==> config.mk <==
export PLATFORM = sky130hd
export DESIGN_NAME = usb_clkrst_bank
export DESIGN_NICKNAME = d
export VERILOG_FILES = /design/src/rtl/usb_cr_pkg.sv /design/src/rtl/cr_addr_decode.sv /design/src/rtl/cr_vec_reg.sv /design/src/rtl/usb_clkrst_bank.sv
export SDC_FILE = /design/constraint.sdc
export NUM_CORES = 1
export LEC_CHECK = 0
export BUFFER_PORTS_ARGS = -buffer_cell sky130_fd_sc_hd__buf_4
export CAP_MARGIN = 20
export CORE_ASPECT_RATIO = 0.75
export CORE_MARGIN = 1.5
export CORE_UTILIZATION = 41
export CTS_BUF_LIST = sky130_fd_sc_hd__clkbuf_2
export DETAILED_ROUTE_END_ITERATION = 10
export MAX_ROUTING_LAYER = met4
export PLACE_DENSITY = 0.86
export SLEW_MARGIN = 20
export SYNTH_ARGS = -nofsm -noshare
export SYNTH_HDL_FRONTEND = slang
export SYNTH_SLANG_ARGS = --single-unit
==> constraint.sdc <==
create_clock -name pclk -period 2.05 [get_ports pclk]
set_input_delay 0.205 -clock pclk [delete_from_list [all_inputs] [get_ports pclk]]
set_output_delay 0.205 -clock pclk [all_outputs]
set_load 0.03 [all_outputs]
==> src/rtl/usb_cr_pkg.sv <==
package usb_cr_pkg;
  typedef enum logic [1:0] {
    OP_NONE = 2'd0,
    OP_LOAD = 2'd1,
    OP_SET  = 2'd2,
    OP_CLR  = 2'd3
  } vec_op_e;

  localparam int BIT_SYS     = 0;
  localparam int BIT_REF     = 1;
  localparam int BIT_ALT_REF = 2;
  localparam int BIT_SUSPEND = 3;
  localparam int BIT_CORE    = 4;
  localparam int BIT_LOW_JIT = 5;
  localparam int BIT_PHY_TST = 6;
endpackage

==> src/rtl/cr_addr_decode.sv <==
module cr_addr_decode
  import usb_cr_pkg::*;
#(
  parameter int ADDR_W  = 8,
  parameter int NUM_VEC = 2
) (
  input  logic [ADDR_W-1:0]  addr,
  output logic [NUM_VEC-1:0] sel,
  output logic               hit,
  output vec_op_e            op
);
  localparam int BLK_W = ADDR_W - 4;

  logic [BLK_W-1:0] blk;
  logic [1:0]       sub;
  logic             aligned;

  assign blk     = addr[ADDR_W-1:4];
  assign sub     = addr[3:2];
  assign aligned = (addr[1:0] == 2'b00);

  always_comb begin
    case (sub)
      2'd0:    op = OP_LOAD;
      2'd1:    op = OP_SET;
      2'd2:    op = OP_CLR;
      default: op = OP_NONE;
    endcase
  end

  for (genvar k = 0; k < NUM_VEC; k++) begin : g_sel
    assign sel[k] = aligned && (sub != 2'd3) && (blk == BLK_W'(k));
  end

  assign hit = |sel;
endmodule

==> src/rtl/cr_vec_reg.sv <==
module cr_vec_reg
  import usb_cr_pkg::*;
#(
  parameter int VEC_W = 7
) (
  input  logic             clk,
  input  logic             rst_n,
  input  vec_op_e          op,
  input  logic [VEC_W-1:0] wdata,
  output logic [VEC_W-1:0] vec_o
);
  logic [VEC_W-1:0] vec_q;

  always_ff @(posedge clk or negedge rst_n) begin
    if (!rst_n) begin
      vec_q <= '0;
    end else begin
      case (op)
        OP_LOAD: vec_q <= wdata;
        OP_SET:  vec_q <= vec_q | wdata;
        OP_CLR:  vec_q <= vec_q & ~wdata;
        default: vec_q <= vec_q;
      endcase
    end
  end

  assign vec_o = vec_q;

  AST_LOAD_EXACT: assert property (@(posedge clk) disable iff (!rst_n)
    op == OP_LOAD |=> vec_o == $past(wdata));
  AST_SET_NO_FALL: assert property (@(posedge clk) disable iff (!rst_n)
    op == OP_SET |=> ((vec_o & $past(vec_o)) == $past(vec_o)));
  AST_CLR_NO_RISE: assert property (@(posedge clk) disable iff (!rst_n)
    op == OP_CLR |=> ((vec_o | $past(vec_o)) == $past(vec_o)));
  AST_IDLE_HOLD: assert property (@(posedge clk) disable iff (!rst_n)
    op == OP_NONE |=> $stable(vec_o));
endmodule

==> src/rtl/usb_clkrst_bank.sv <==
module usb_clkrst_bank
  import usb_cr_pkg::*;
#(
  parameter int ADDR_W = 8,
  parameter int DATA_W = 32,
  parameter int VEC_W  = 7
) (
  input  logic              pclk,
  input  logic              presetn,
  input  logic              psel,
  input  logic              penable,
  input  logic              pwrite,
  input  logic [ADDR_W-1:0] paddr,
  input  logic [DATA_W-1:0] pwdata,
  output logic [DATA_W-1:0] prdata,
  output logic              pready,
  output logic              pslverr,
  output logic [VEC_W-1:0]  clk_en_o,
  output logic [VEC_W-1:0]  rst_rel_o
);
  localparam int NUM_VEC = 2;
  localparam int IDX_CLK = 0;
  localparam int IDX_RST = 1;

  logic [NUM_VEC-1:0] sel;
  logic               hit;
  vec_op_e            dec_op;
  logic               access;
  logic               wr_strobe;
  logic [VEC_W-1:0]   vec [NUM_VEC];

  assign access    = psel && penable;
  assign wr_strobe = access && pwrite && hit;

  cr_addr_decode #(.ADDR_W(ADDR_W), .NUM_VEC(NUM_VEC)) u_dec (
    .addr (paddr),
    .sel  (sel),
    .hit  (hit),
    .op   (dec_op)
  );

  for (genvar k = 0; k < NUM_VEC; k++) begin : g_vec
    vec_op_e op_k;
    assign op_k = (wr_strobe && sel[k]) ? dec_op : OP_NONE;
    cr_vec_reg #(.VEC_W(VEC_W)) u_reg (
      .clk   (pclk),
      .rst_n (presetn),
      .op    (op_k),
      .wdata (pwdata[VEC_W-1:0]),
      .vec_o (vec[k])
    );
  end

  always_comb begin
    prdata = '0;
    for (int k = 0; k < NUM_VEC; k++) begin
      if (sel[k]) prdata[VEC_W-1:0] = vec[k];
    end
  end

  assign pready    = 1'b1;
  assign pslverr   = access && !hit;
  assign clk_en_o  = vec[IDX_CLK];
  assign rst_rel_o = vec[IDX_RST];

  AST_ERR_DATA_ZERO: assert property (@(posedge pclk) disable iff (!presetn)
    pslverr |-> prdata == '0);
  AST_ERR_WRITE_HOLD: assert property (@(posedge pclk) disable iff (!presetn)
    (pslverr && pwrite) |=> ($stable(clk_en_o) && $stable(rst_rel_o)));
  AST_READ_HOLD: assert property (@(posedge pclk) disable iff (!presetn)
    (access && !pwrite) |=> ($stable(clk_en_o) && $stable(rst_rel_o)));
endmodule

Word-level counts from Yosys, hierarchy flattened
Cells that the tools add are included.

storage, ports and cells
  word-level logic and storage cells = 40
  output and inout bits = 48
  register bits = 14
  input bits = 45

operators by class
  eq/ne operators = 10
  bitwise logic cells = 5
  reduce and logical (&&, ||, !) cells = 16
  mux-type cells = 7

operators by type and width
  cell                number
  $pmux 7 s3          2
  $and 7x7->7         2
  $mux 7              2
  $or 7x7->7          2
  $eq 2x2->1 const B  5
  $logic_and 1x1->1   9
  $not 7->7           1
  $eq 2x1->1 const B  3
  $pmux 2 s3          1
  $reduce_bool 3->1   2
  $eq 4x1->1 const B  1
  $logic_not 2->1     2
  $logic_not 4->1     1
  $mux 2              2
  $ne 2x2->1 const B  1
  $reduce_or 2->1     1
  $logic_not 1->1     1

Longest topological paths before layout
Gate-level depths: netlist of the first run.

  depth in word-level cells = 9
  depth in mapped cells = 8
  mapped depth without buffers = 5

By module
From an unflattened synthesis of the first run, not the netlist that was laid out.

second synthesis, totals
  cells, all modules = 139
  area total of the unflattened synthesis = 1341.3 µm²

by module, submodules not included
  module           times used  cells each  seq. area each (µm²)  area each (µm²)
  cr_vec_reg       2           39          175.2                 451.7
  usb_clkrst_bank  1           51          0.0                   349.1
  cr_addr_decode   1           10          0.0                   88.8

Least setup slack after synthesis of the first run
Ideal clock, no wire load.

  path type = input to output
  start = in paddr[2]
  end = out prdata[0]
  stages on the path = 5
  path buffers = 1
  data arrival time = 1.858 ns
  data required time = 1.845 ns
  slack = -0.013 ns
  cells stage by stage = ha_1 -> or4_4 -> or3_1 -> buf_6 -> nor2_1

on the way
  word-level cells in the longest chain between the ends = 5
  elaborated cells on any way between the ends = 6
  those cells by class = eq/ne: 1; mux: 2; reduce/logical: 3

RTL lines
  what                   line                   RTL
  start: declaration     usb_clkrst_bank.sv:13  input logic [ADDR_W-1:0] paddr,
  $ne 2x2->1 (*)         cr_addr_decode.sv:32   assign sel[k] = aligned && (sub != 2'd3) && (blk == BLK_W'(k));
  $logic_and 1x1->1 (*)  cr_addr_decode.sv:32
  $logic_and 1x1->1      cr_addr_decode.sv:32
  $mux 7                 usb_clkrst_bank.sv:57  if (sel[k]) prdata[VEC_W-1:0] = vec[k];
  $mux 7 (*)             usb_clkrst_bank.sv:57
  end: declaration       usb_clkrst_bank.sv:15  output logic [DATA_W-1:0] prdata,

Every way passes the cells marked *; elsewhere a longest branch is shown, timed or not.

Worst setup path in the final report of the first run
  start = in paddr[2]
  end = out prdata[2]

Same word-level chain as after synthesis.

==> results by group, run 1 <==
Floorplan
  – FP Rows: 17
  – I/O pins: 93
  – Full die area: 3350 um^2
  – Die height: 50.5 um
  – Core ar.: 2890 um^2
  – Initial core utilization: 0.426
  – Chip width: 66.3 um

Timing
  – RSZ-0062 raised after global routing: no
  – Final Slew Violations: 0
  – Max Fclk: 501 MHz
  – Clk_skew: 0 ns
  – Finish-stage setup viols: 0
  – Final Hold Vio Count: 0
  – Final setup TNS: 0 ns
  – Final period util: 0.973
  – Setup ws final: 0.0547 ns
  – Final min period: 2.00 ns

Yosys
  – Largest area contributor in the netlist: dfrtp_1
  – Synth Flop Type: dfrtp_1
  – Syn Std Cell Area: 1230 um^2
  – Mapped Cells: 131
  – Top-count cell post-synth: buf_4
  – Syn. warnings: 0
  – Sequential area share after synthesis: 0.284
  – Synth top area share: 0.284
  – Async set-reset flop share out of synthesis: 1.00
  – Yosys cell types: 23
  – Flops & latches, synth: 14
  – Mean post-synth cell area: 9.42 um^2
  – Post-synth EDFFs: 0
  – Top cells by area, synth: dfrtp_1 (28%), buf_4 (16%), a41oi_1 (9.9%), a21oi_1 (5.7%), and4b_1 (5.7%)
  – Most common library cells after synthesis: buf_4 (26), a21oi_1 (14), a41oi_1 (14), dfrtp_1 (14)

Setup path
  – Critical Path RT: 1.85 ns
  – Reg-to-Reg Start: g_vec[0].u_reg.vec_o[0]
  – WS Path Type: primary input to output port
  – Crit. End Element: output port
  – Max Fanout on Critical Path: 8
  – Largest stage delay, worst path: 0.53 ns
  – Slowest stage cell, crit path: or4_4
  – Worst setup SP type: primary input
  – WP data arrival: 1.79 ns
  – CP startpoint: paddr[2]
  – Crit-path cells: buf_4 > ha_2 > or4_4 > or3_4 > nor2_1 > buf_4
  – Most frequent CP cell: buf_4
  – Reg2Reg Depth: 2

Clock tree
  – Clk sink count: 14
  – Root buffer cell: clkbuf_2
  – CTS tree: built
  – Num CTS Buffers: 3
  – Maximum clock path buffer count: 2
  – Clk_lat worst skew: 0.26 ns
  – Clk slew on worst S/H paths: 0.12 ns
  – H-tree levels: 1

Global routing
  – First-pass GRT wire length: 4.79 mm
  – Initial antenna violation count: 0
  – Largest net degree at the start of global routing: 24
  – Vias in the first global route: 1014
  – GRT Total Usage: 0.191
  – GRT Residual Overflow: 0

Power
  – Gate power share: 0.378
  – Total power: 663 uW
  – Int Power: 410 uW
  – Pwr Density: 428 nW/um^2
  – Leakage: 0.000779 uW
  – Flop pwr share: 0.441
  – Highest ir drop seen on vdd: 214 uV
  – Sw frac: 0.382
  – Clk pwr share: 0.181
  – Sw Pwr: 253 uW

Layout
  – Register area: 350 um^2
  – Final #Nets: 222
  – Area growth from synthesis to layout: 25.7%
  – Max reg flops: 14
  – Layout fillers: 279
  – Share of layout cells above drive strength 1: 0.353
  – Multi-input logic area: 741 um^2
  – Ant. Diodes: 0
  – Fin cells: 211

Placement
  – GP Congestion: 0.739
  – Dpl ws: -0.0944 ns
  – IO buf count: 41
  – Placed cells: 206
  – HPWL after DPL: 2.17 mm

Route
  – DRT Pass-1 Iters: 4
  – Vias: 1080
  – Number of DRC markers in iteration 0: 32
  – Routed wire per std cell: 13.5 um
  – ANT nets after route: 0
  – DR DRC count: 0
  – DR vias/cell: 5.12
  – Drt total wl: 2.86 mm

Outcome
  – Status: finished, final reports clean

Job
  – MaxCap Viol Count: 0

Worst hold path
  – Hold path cells: 3
  – Path type of the worst min-delay path: primary input to register
  – Worst Hold Launch: pwdata[4]
## timing repair
action	in CTS	in global routing
pin swaps	0	2
resized for setup	1	4
hold endpoints to repair	14	0
hold buffers	1	0
endpoints found under the setup margin	7	2
setup buffers	0	0
## final timing paths
path	end	slack [ns]
max	prdata[2]	0.05
min	g_vec[1].u_reg.vec_o[4]	0.26
max reg2reg	g_vec[0].u_reg.vec_o[0]	1.26
min reg2reg	g_vec[1].u_reg.vec_o[4]	0.59
max in group asynchronous	g_vec[1].u_reg.vec_o[2]	1.58
min in group asynchronous	g_vec[0].u_reg.vec_o[4]	0.30
## layer usage
layer	global-route usage	routed length, um
met5	-	0
met4	0.0204	15
met3	0.0359	163
met2	0.337	1480
met1	0.236	1190
## worst max-delay path, delay by kind of cell
kind          cells  cell delay [ns]
fa+ha+maj         1             0.18
buf+inv           2             0.28
simple gates      3             1.11
## cells by family after synthesis
| kind of cell | after synthesis | share of synthesized area |
|---|---|---|
| buf+inv | 39 | 0.206 |
| simple gates | 30 | 0.205 |
| compound gates | 29 | 0.162 |
| flops | 14 | 0.284 |
| xor+xnor | 7 | 0.0497 |
| mux | 7 | 0.0568 |
| fa+ha+maj | 3 | 0.0304 |
| other cells | 2 | 0.00609 |
## layout by cell type (no fill, tap or decap), types with 2 or more instances in the layout
master / synthesis / final
conb_1: 2 / 26
a41oi_1: 14 / 14
inv_1: 3 / 3
nor2_1: 7 / 6
nor4_4: 2 / 2
mux2i_1: 7 / 7
xnor2_1: 7 / 7
and4b_1: 7 / 7
clkbuf_2: 0 / 3
ha_1: 3 / 2
dfrtp_1: 14 / 14
buf_4: 26 / 48
and4_1: 7 / 7
a21oi_1: 14 / 14
## per-stage QoR
| step | hold slack, ns | area (um^2) | util |
|---|---|---|---|
| floorplan | -0.0906 | 1320 | - |
| global placement | 0.0577 | 1500 | 0.519 |
| detailed placement | 0.0579 | 1500 | 0.519 |
| CTS | 0.252 | 1540 | 0.531 |
| global route | 0.262 | 1550 | 0.536 |
| finish | 0.261 | 1550 | 0.536 |
## cell type report
cell class | instances | share of cell area
inverter | 3 | 0.00726
timing repair buffer | 50 | 0.246
clock inverter | 1 | 0.00242
sequential | 14 | 0.226
multi-input combinational | 102 | 0.478
clock buffer | 3 | 0.00969
tap | 38 | 0.0307
## power groups by stage
stage	registers, uW	logic (uW)	clock network (uW)
floorplan	314	186	0
global placement	298	239	0
detailed placement	298	244	0
CTS	293	247	123
global route	294	272	137
finish	293	251	120
No activity file was read; power rests on OpenSTA's default activity.
==> run 2, diff against run 1 <==
--- a/config.mk
+++ b/config.mk
@@ -5,11 +5,12 @@
 export SDC_FILE = /design/constraint.sdc
 export NUM_CORES = 1
 export LEC_CHECK = 0
+export ABC_AREA = 1
 export BUFFER_PORTS_ARGS = -buffer_cell sky130_fd_sc_hd__buf_4
 export CAP_MARGIN = 20
 export CORE_ASPECT_RATIO = 0.75
-export CORE_MARGIN = 1.5
-export CORE_UTILIZATION = 41
+export CORE_MARGIN = 10
+export CORE_UTILIZATION = 40
 export CTS_BUF_LIST = sky130_fd_sc_hd__clkbuf_2
 export DETAILED_ROUTE_END_ITERATION = 10
 export MAX_ROUTING_LAYER = met4
==> run 2 against run 1 <==
Compared with the run above: worst hold slack got worse by 0.12 ns; critical path depth rose by 2; non-clock buffer count fell by 3; combinational power fell by 21%; count of clock-buffer cells in the layout did not move; cell count rose by 10%; total power fell by 4.9%.
==> results by group, run 2 <==
Outcome
  – Status: finished, final reports clean

Setup path
  – Slowest stage cell, crit path: nor2_2
  – Top delay family on crit path: buffers and inverters
  – Worst setup SP type: primary input
  – Max Fanout on Critical Path: 9 (+1)
  – Crit. End Element: output port
  – Buf/Inv on CP: 3 (+1)
  – Reg2Reg Depth: 2 (unchanged)
  – WP data arrival: 1.50 ns (-0.29 ns)
  – Critical Path RT: 1.85 ns (about the same)
  – Largest stage delay, worst path: 0.24 ns (-0.29 ns)
  – Reg-to-Reg End: g_vec[1].u_reg.vec_o[0]
  – Crit-path cells: buf_4 > ha_1 > nor2_2 > nand2_2 > nor2_2 > buf_4 > a22o_1 > buf_4
  – FF-to-FF setup slack: 1.36 ns (+0.10 ns)
  – Reg-to-Reg Start: g_vec[1].u_reg.vec_o[0]
  – WS Path Type: primary input to output port
  – Most frequent CP cell: buf_4

Yosys
  – Top cells by area, synth: dfrtp_1 (30%), buf_4 (20%), nand2_1 (9.8%), nand3_1 (8.3%), nand4_1 (4.9%)
  – Synth top area share: 0.305 (+0.0207)
  – Syn. warnings: 0 (unchanged)
  – Sequential area share after synthesis: 0.305 (+0.0207)
  – Synth Flop Type: dfrtp_1
  – Flops & latches, synth: 14 (unchanged)
  – Most common library cells after synthesis: buf_4 (30), nand2_1 (30), nand3_1 (19), dfrtp_1 (14), inv_1 (12)
  – Syn Std Cell Area: 1150 um^2 (-6.8%)
  – Mean post-synth cell area: 7.56 um^2 (-20%)
  – Yosys cell types: 20 (-13%)
  – Async set-reset flop share out of synthesis: 1.00 (unchanged)
  – Post-synth EDFFs: 0 (unchanged)
  – Mapped Cells: 152 (+16%)
  – Largest area contributor in the netlist: dfrtp_1

Layout
  – Max reg flops: 14 (unchanged)
  – Ant. Diodes: 0 (unchanged)
  – Multi-input logic area: 604 um^2 (-18%)
  – Fin util: 0.530 (-0.00558)
  – Register area: 350 um^2 (unchanged)
  – Final #Nets: 245 (+10%)
  – Commonest non-fill, non-tap cell in the layout: buf_4
  – Highest-count cells in the layout ignoring fill and taps: buf_4 (46), nand2_1 (30), conb_1 (26)
  – Fin cells: 232 (+10%)
  – Share of layout cells above drive strength 1: 0.306 (-0.0465)
  – Area growth from synthesis to layout: 23.7%
  – Layout fillers: 284 (+1.8%)

Route
  – Number of DRC markers in iteration 0: 67 (+110%)
  – DR DRC count: 0 (unchanged)
  – ANT nets after route: 0 (unchanged)
  – Drt total wl: 3.25 mm (+14%)
  – DRT Pass-1 Iters: 4 (unchanged)
  – Vias: 1061 (-1.8%)
  – Routed wire per std cell: 14.0 um (+3.3%)
  – DR vias/cell: 4.57 (-11%)

Floorplan
  – FP Rows: 16 (-1)
  – Full die area: 5440 um^2 (+62%)
  – Chip width: 81.9 um (+23%)
  – Core ar.: 2680 um^2 (-7.3%)
  – Initial core utilization: 0.429 (+0.00217)
  – I/O pins: 93 (unchanged)
  – Die height: 66.4 um (+32%)

Global routing
  – Largest net degree at the start of global routing: 15 (-38%)
  – GRT Total Usage: 0.124 (-0.0670)
  – Vias in the first global route: 1142 (+13%)
  – First-pass GRT wire length: 5.26 mm (+9.8%)
  – Initial antenna violation count: 0 (unchanged)
  – GRT Residual Overflow: 0 (unchanged)

Worst hold path
  – Path type of the worst min-delay path: primary input to register
  – Worst Hold Launch: pwdata[3]
  – Hold path cells: 3 (unchanged)
  – WHS Endpoint: g_vec[0].u_reg.vec_o[3]

Power
  – Sw frac: 0.394 (+0.0124)
  – Pwr Density: 444 nW/um^2 (+3.7%)
  – Clk pwr share: 0.219 (+0.038)
  – Gate power share: 0.315 (-0.063)
  – Int Power: 382 uW (-6.8%)
  – Highest ir drop seen on vdd: 352 uV (+65%)
  – Flop pwr share: 0.466 (+0.025)
  – Sw Pwr: 249 uW (-1.8%)
  – Leakage: 0.000795 uW (+2.1%)

Job
  – MaxCap Viol Count: 0 (unchanged)

Placement
  – IO buf count: 41 (unchanged)
  – Placed cells: 227 (+10%)
  – Dpl ws: 0.341 ns (+0.435 ns)
  – HPWL after DPL: 2.64 mm (+22%)
  – GP Congestion: 0.886 (+20%)

Clock tree
  – Clk sink count: 14 (unchanged)
  – Root buffer cell: clkbuf_2
  – Post-CTS sizing: 0 (-1)
  – Maximum clock path buffer count: 2 (unchanged)
  – Setup bufs post-CTS: 0 (unchanged)
  – CTS tree: built
  – Clk_lat worst skew: 0.28 ns (+0.02 ns)
  – Clk slew on worst S/H paths: 0.15 ns (+0.03 ns)
  – H-tree levels: 1 (unchanged)
  – Num CTS Buffers: 3 (unchanged)

Timing
  – Finish-stage setup viols: 0 (unchanged)
  – Final Slew Violations: 0 (unchanged)
  – Final Hold Vio Count: 0 (unchanged)
  – Final setup TNS: 0 ns (unchanged)
  – Final period util: 0.833 (-0.140)
  – Setup ws final: 0.343 ns (+0.288 ns)
  – Clk_skew: 0 ns (unchanged)
  – Final min period: 1.71 ns (-0.288 ns)
  – Max Fclk: 586 MHz (+17%)
  – RSZ-0062 raised after global routing: no
## run 2: worst max-delay path by stage
stage | from | end | cells past startpoint
finish | paddr[2] | prdata[4] | 8
global route | paddr[2] | prdata[0] | 8
floorplan | paddr[2] | pslverr | 6
detailed placement | paddr[2] | prdata[4] | 8
CTS | paddr[2] | prdata[4] | 8
global placement | paddr[2] | prdata[5] | 8
## run 2: cell type report
| type | instances | share of cell area |
|---|---|---|
| clock buffers | 3 | 0.0106 |
| clock inverters | 1 | 0.00264 |
| inverters | 13 | 0.0343 |
| multi-input cells | 118 | 0.425 |
| flip-flops and latches | 14 | 0.246 |
| well taps | 36 | 0.0317 |
| repair buffers | 47 | 0.250 |
## run 2: logic make-up (layout without fill, tap and decap cells)
group,count (synthesis),count (layout),share of synthesized area
flops,14,14,0.305
fa+ha+maj,3,3,0.0326
compound gates,14,14,0.0838
buf+inv,44,64,0.248
simple gates,75,75,0.324
other cells,2,26,0.00653
## run 2: power groups by stage
| stage | logic [uW] | registers [uW] | clock network [uW] |
|---|---|---|---|
| 2_1_floorplan | 148 | 317 | 0 |
| 3_3_place_gp | 193 | 299 | 0 |
| 3_5_place_dp | 195 | 299 | 0 |
| 4_1_cts | 197 | 294 | 141 |
| 5_1_grt | 213 | 296 | 153 |
| 6_report | 199 | 294 | 138 |
## run 2: what timing repair did
action	4_1_cts	5_1_grt
hold endpoints to repair	14	0
hold buffers	1	0
setup endpoints to repair	0	0
## run 2: worst reg2reg max path, cell delays in order (launching register included)
cell     delay [ns]
dfrtp_1        0.43
nand3_1        0.09
o21ai_0        0.07
## run 2: metal layers
layer,part of all wire,GRT usage,vias up
li1,-,-,540
met1,0.43,0.146,477
met2,0.47,0.198,42
met3,0.094,0.0476,2
met4,0.0025,0.0212,0
met5,0,-,-
## run 2: metrics by stage
stage          hold WS (ns)  instance area (um^2)  total power [uW]
6_report              0.145                  1420               631
5_1_grt               0.133                  1420               661
4_1_cts               0.137                  1420               633
3_5_place_dp         0.0707                  1390               494
3_3_place_gp         0.0644                  1390               492
2_1_floorplan       -0.0906                  1240               465
==> run 3, diff against run 2 <==
--- a/config.mk
+++ b/config.mk
@@ -10,11 +10,11 @@
 export CAP_MARGIN = 20
 export CORE_ASPECT_RATIO = 0.75
 export CORE_MARGIN = 10
-export CORE_UTILIZATION = 40
+export CORE_UTILIZATION = 36
 export CTS_BUF_LIST = sky130_fd_sc_hd__clkbuf_2
 export DETAILED_ROUTE_END_ITERATION = 10
 export MAX_ROUTING_LAYER = met4
-export PLACE_DENSITY = 0.86
+export PLACE_DENSITY = 0.82
 export SLEW_MARGIN = 20
 export SYNTH_ARGS = -nofsm -noshare
 export SYNTH_HDL_FRONTEND = slang
==> constraint.sdc (replaced) <==
create_clock -name pclk -period 1.5 [get_ports pclk]
set_input_delay 0.15 -clock pclk [delete_from_list [all_inputs] [get_ports pclk]]
set_output_delay 0.15 -clock pclk [all_outputs]
set_load 0.03 [all_outputs]
==> run 3 against run 2 <==
Compared with the run above: first-iteration DRC count is 19% lower; die area is 8.0% higher; via count is 8.2% higher; count of clock-buffer cells in the layout stayed put; sequential power is 37% higher; combinational power is 46% higher; non-clock buffer count is 10 higher; cell count is 5.2% higher.
==> results by group, run 3 (synthesis gave the netlist of run 2 again) <==
Global routing
  – Vias in the first global route: 1157 (+1.3%)
  – GRT Residual Overflow: 0 (unchanged)
  – GRT Total Usage: 0.112 (-0.0115)
  – First-pass GRT wire length: 5.26 mm (unchanged)
  – Largest net degree at the start of global routing: 15 (unchanged)
  – Initial antenna violation count: 0 (unchanged)

Layout
  – Area growth from synthesis to layout: 33.6%
  – Max reg flops: 14 (unchanged)
  – Commonest non-fill, non-tap cell in the layout: buf_4
  – Ant. Diodes: 0 (unchanged)
  – Highest-count cells in the layout ignoring fill and taps: buf_4 (49), nand2_1 (30), conb_1 (26)
  – Fin cells: 244 (+5.2%)
  – Share of layout cells above drive strength 1: 0.345 (+0.0385)
  – Final #Nets: 255 (+4.1%)

Placement
  – Placed cells: 237 (+4.4%)
  – HPWL after DPL: 2.75 mm (+4.1%)
  – GP Congestion: 0.841 (-5.1%)
  – IO buf count: 41 (unchanged)

Route
  – DRT Pass-1 Iters: 4 (unchanged)
  – ANT nets after route: 0 (unchanged)
  – Number of DRC markers in iteration 0: 54 (-19%)
  – Drt total wl: 3.44 mm (+6.1%)
  – Vias: 1148 (+8.2%)
  – DR DRC count: 0 (unchanged)
  – DR vias/cell: 4.70 (+2.9%)
  – Routed wire per std cell: 14.1 um (+0.85%)

Floorplan
  – Core ar.: 3000 um^2 (+12%)
  – Full die area: 5880 um^2 (+8.0%)
  – FP Rows: 17 (+1)
  – Initial core utilization: 0.383 (-0.0452)
  – I/O pins: 93 (unchanged)
  – Die height: 68.9 um (+3.8%)
  – Chip width: 85.3 um (+4.1%)

Clock tree
  – Clk slew on worst S/H paths: 0.15 ns (about the same)
  – Root buffer cell: clkbuf_2
  – Clk_lat worst skew: 0.28 ns (about the same)
  – H-tree levels: 1 (unchanged)
  – Maximum clock path buffer count: 2 (unchanged)
  – Clk sink count: 14 (unchanged)
  – CTS tree: built
  – Num CTS Buffers: 3 (unchanged)

Job
  – MaxCap Viol Count: 0 (unchanged)

Setup path
  – CP startpoint: paddr[2]
  – Crit-path cells: buf_4 > ha_1 > nor2_2 > nand2_2 > nor2_4 > buf_6 > a22o_1 > buf_4
  – FF-to-FF setup slack: 0.74 ns (-0.62 ns)
  – Crit. End Element: output port
  – Top delay family on crit path: buffers and inverters
  – Most frequent CP cell: buf_4
  – Worst setup SP type: primary input
  – Max Fanout on Critical Path: 5 (-4)
  – Slowest stage cell, crit path: ha_1
  – Reg-to-Reg Start: g_vec[1].u_reg.vec_o[1]
  – Critical Path RT: 1.35 ns (-0.50 ns)
  – Largest stage delay, worst path: 0.19 ns (-0.05 ns)
  – WS Path Type: primary input to output port
  – WP data arrival: 1.29 ns (-0.21 ns)
  – Buf/Inv on CP: 3 (unchanged)

Power
  – Pwr Density: 576 nW/um^2 (+30%)
  – Leakage: 0.000852 uW (+7.2%)
  – Highest ir drop seen on vdd: 436 uV (+24%)

Timing
  – Final min period: 1.44 ns
  – Final Hold Vio Count: 0 (unchanged)
  – Max Fclk: 694 MHz
  – Final period util: 0.961
  – Finish-stage setup viols: 0 (unchanged)
  – Clk_skew: 0 ns (unchanged)
  – Final setup TNS: 0 ns (unchanged)
  – Final Slew Violations: 0 (unchanged)

Worst hold path
  – Worst Hold Launch: pwdata[3]
  – Path type of the worst min-delay path: primary input to register

Outcome
  – Status: finished, final reports clean
run 3: changes by cell type in the layout (fill, tap and decap cells not counted), sizes merged:
cell  delta
buf     +10
run 3: repair_timing:
action                                  CTS  global route
pin swaps                                 1             5
buffers inserted                          0             2
resized for setup                         2             6
hold buffers                              1             0
endpoints found under the hold margin    14             0
endpoints found under the setup margin    7             7
run 3: worst paths after layout:
check | end | cells after the start
max | prdata[6] | 8
min | g_vec[0].u_reg.vec_o[3] | 3
max reg2reg | g_vec[1].u_reg.vec_o[1] | 2
min reg2reg | g_vec[0].u_reg.vec_o[5] | 2
max in group asynchronous | g_vec[1].u_reg.vec_o[5] | 2
min in group asynchronous | g_vec[0].u_reg.vec_o[3] | 2
run 3: per-layer routing:
layer	global-route usage	vias up	wire, um
met5	-	-	0
met4	0.0123	0	0
met3	0.0375	0	214
met2	0.197	47	1760
met1	0.127	538	1470
li1	-	563	-
run 3: metrics by stage:
step / cell area (um^2) / setup slack (ns) / utilization / hold WS [ns] / power [uW]
2_1_floorplan: 1240 / 0.156 / - / -0.146 / 637
3_3_place_gp: 1460 / -0.0249 / 0.487 / 0.00623 / 688
3_5_place_dp: 1460 / -0.0661 / 0.487 / 0.0112 / 692
4_1_cts: 1500 / 0.00637 / 0.500 / 0.0868 / 884
5_1_grt: 1540 / -0.000913 / 0.512 / 0.0754 / 926
6_report: 1540 / 0.0592 / 0.512 / 0.0876 / 886
run 3: cell type report:
type,instances,area (um^2)
timing repair buffer,57,457
tap,38,47.5
fill,298,1460
clock inverter,1,3.75
sequential,14,350
clock buffer,3,15.0
multi-input combinational,118,614
inverter,13,48.8
run 3: power breakdown:
group	total, uW	switching (uW)	leakage [uW]	internal (uW)
clock network	192	134	0.0000140	57.9
registers	402	11.7	0.000194	391
logic	291	202	0.000644	89.1
run 3: worst min-delay path: stages:
cell and delay [ns]:
buf_4 0.08, nand3_1 0.06, nand2_1 0.06
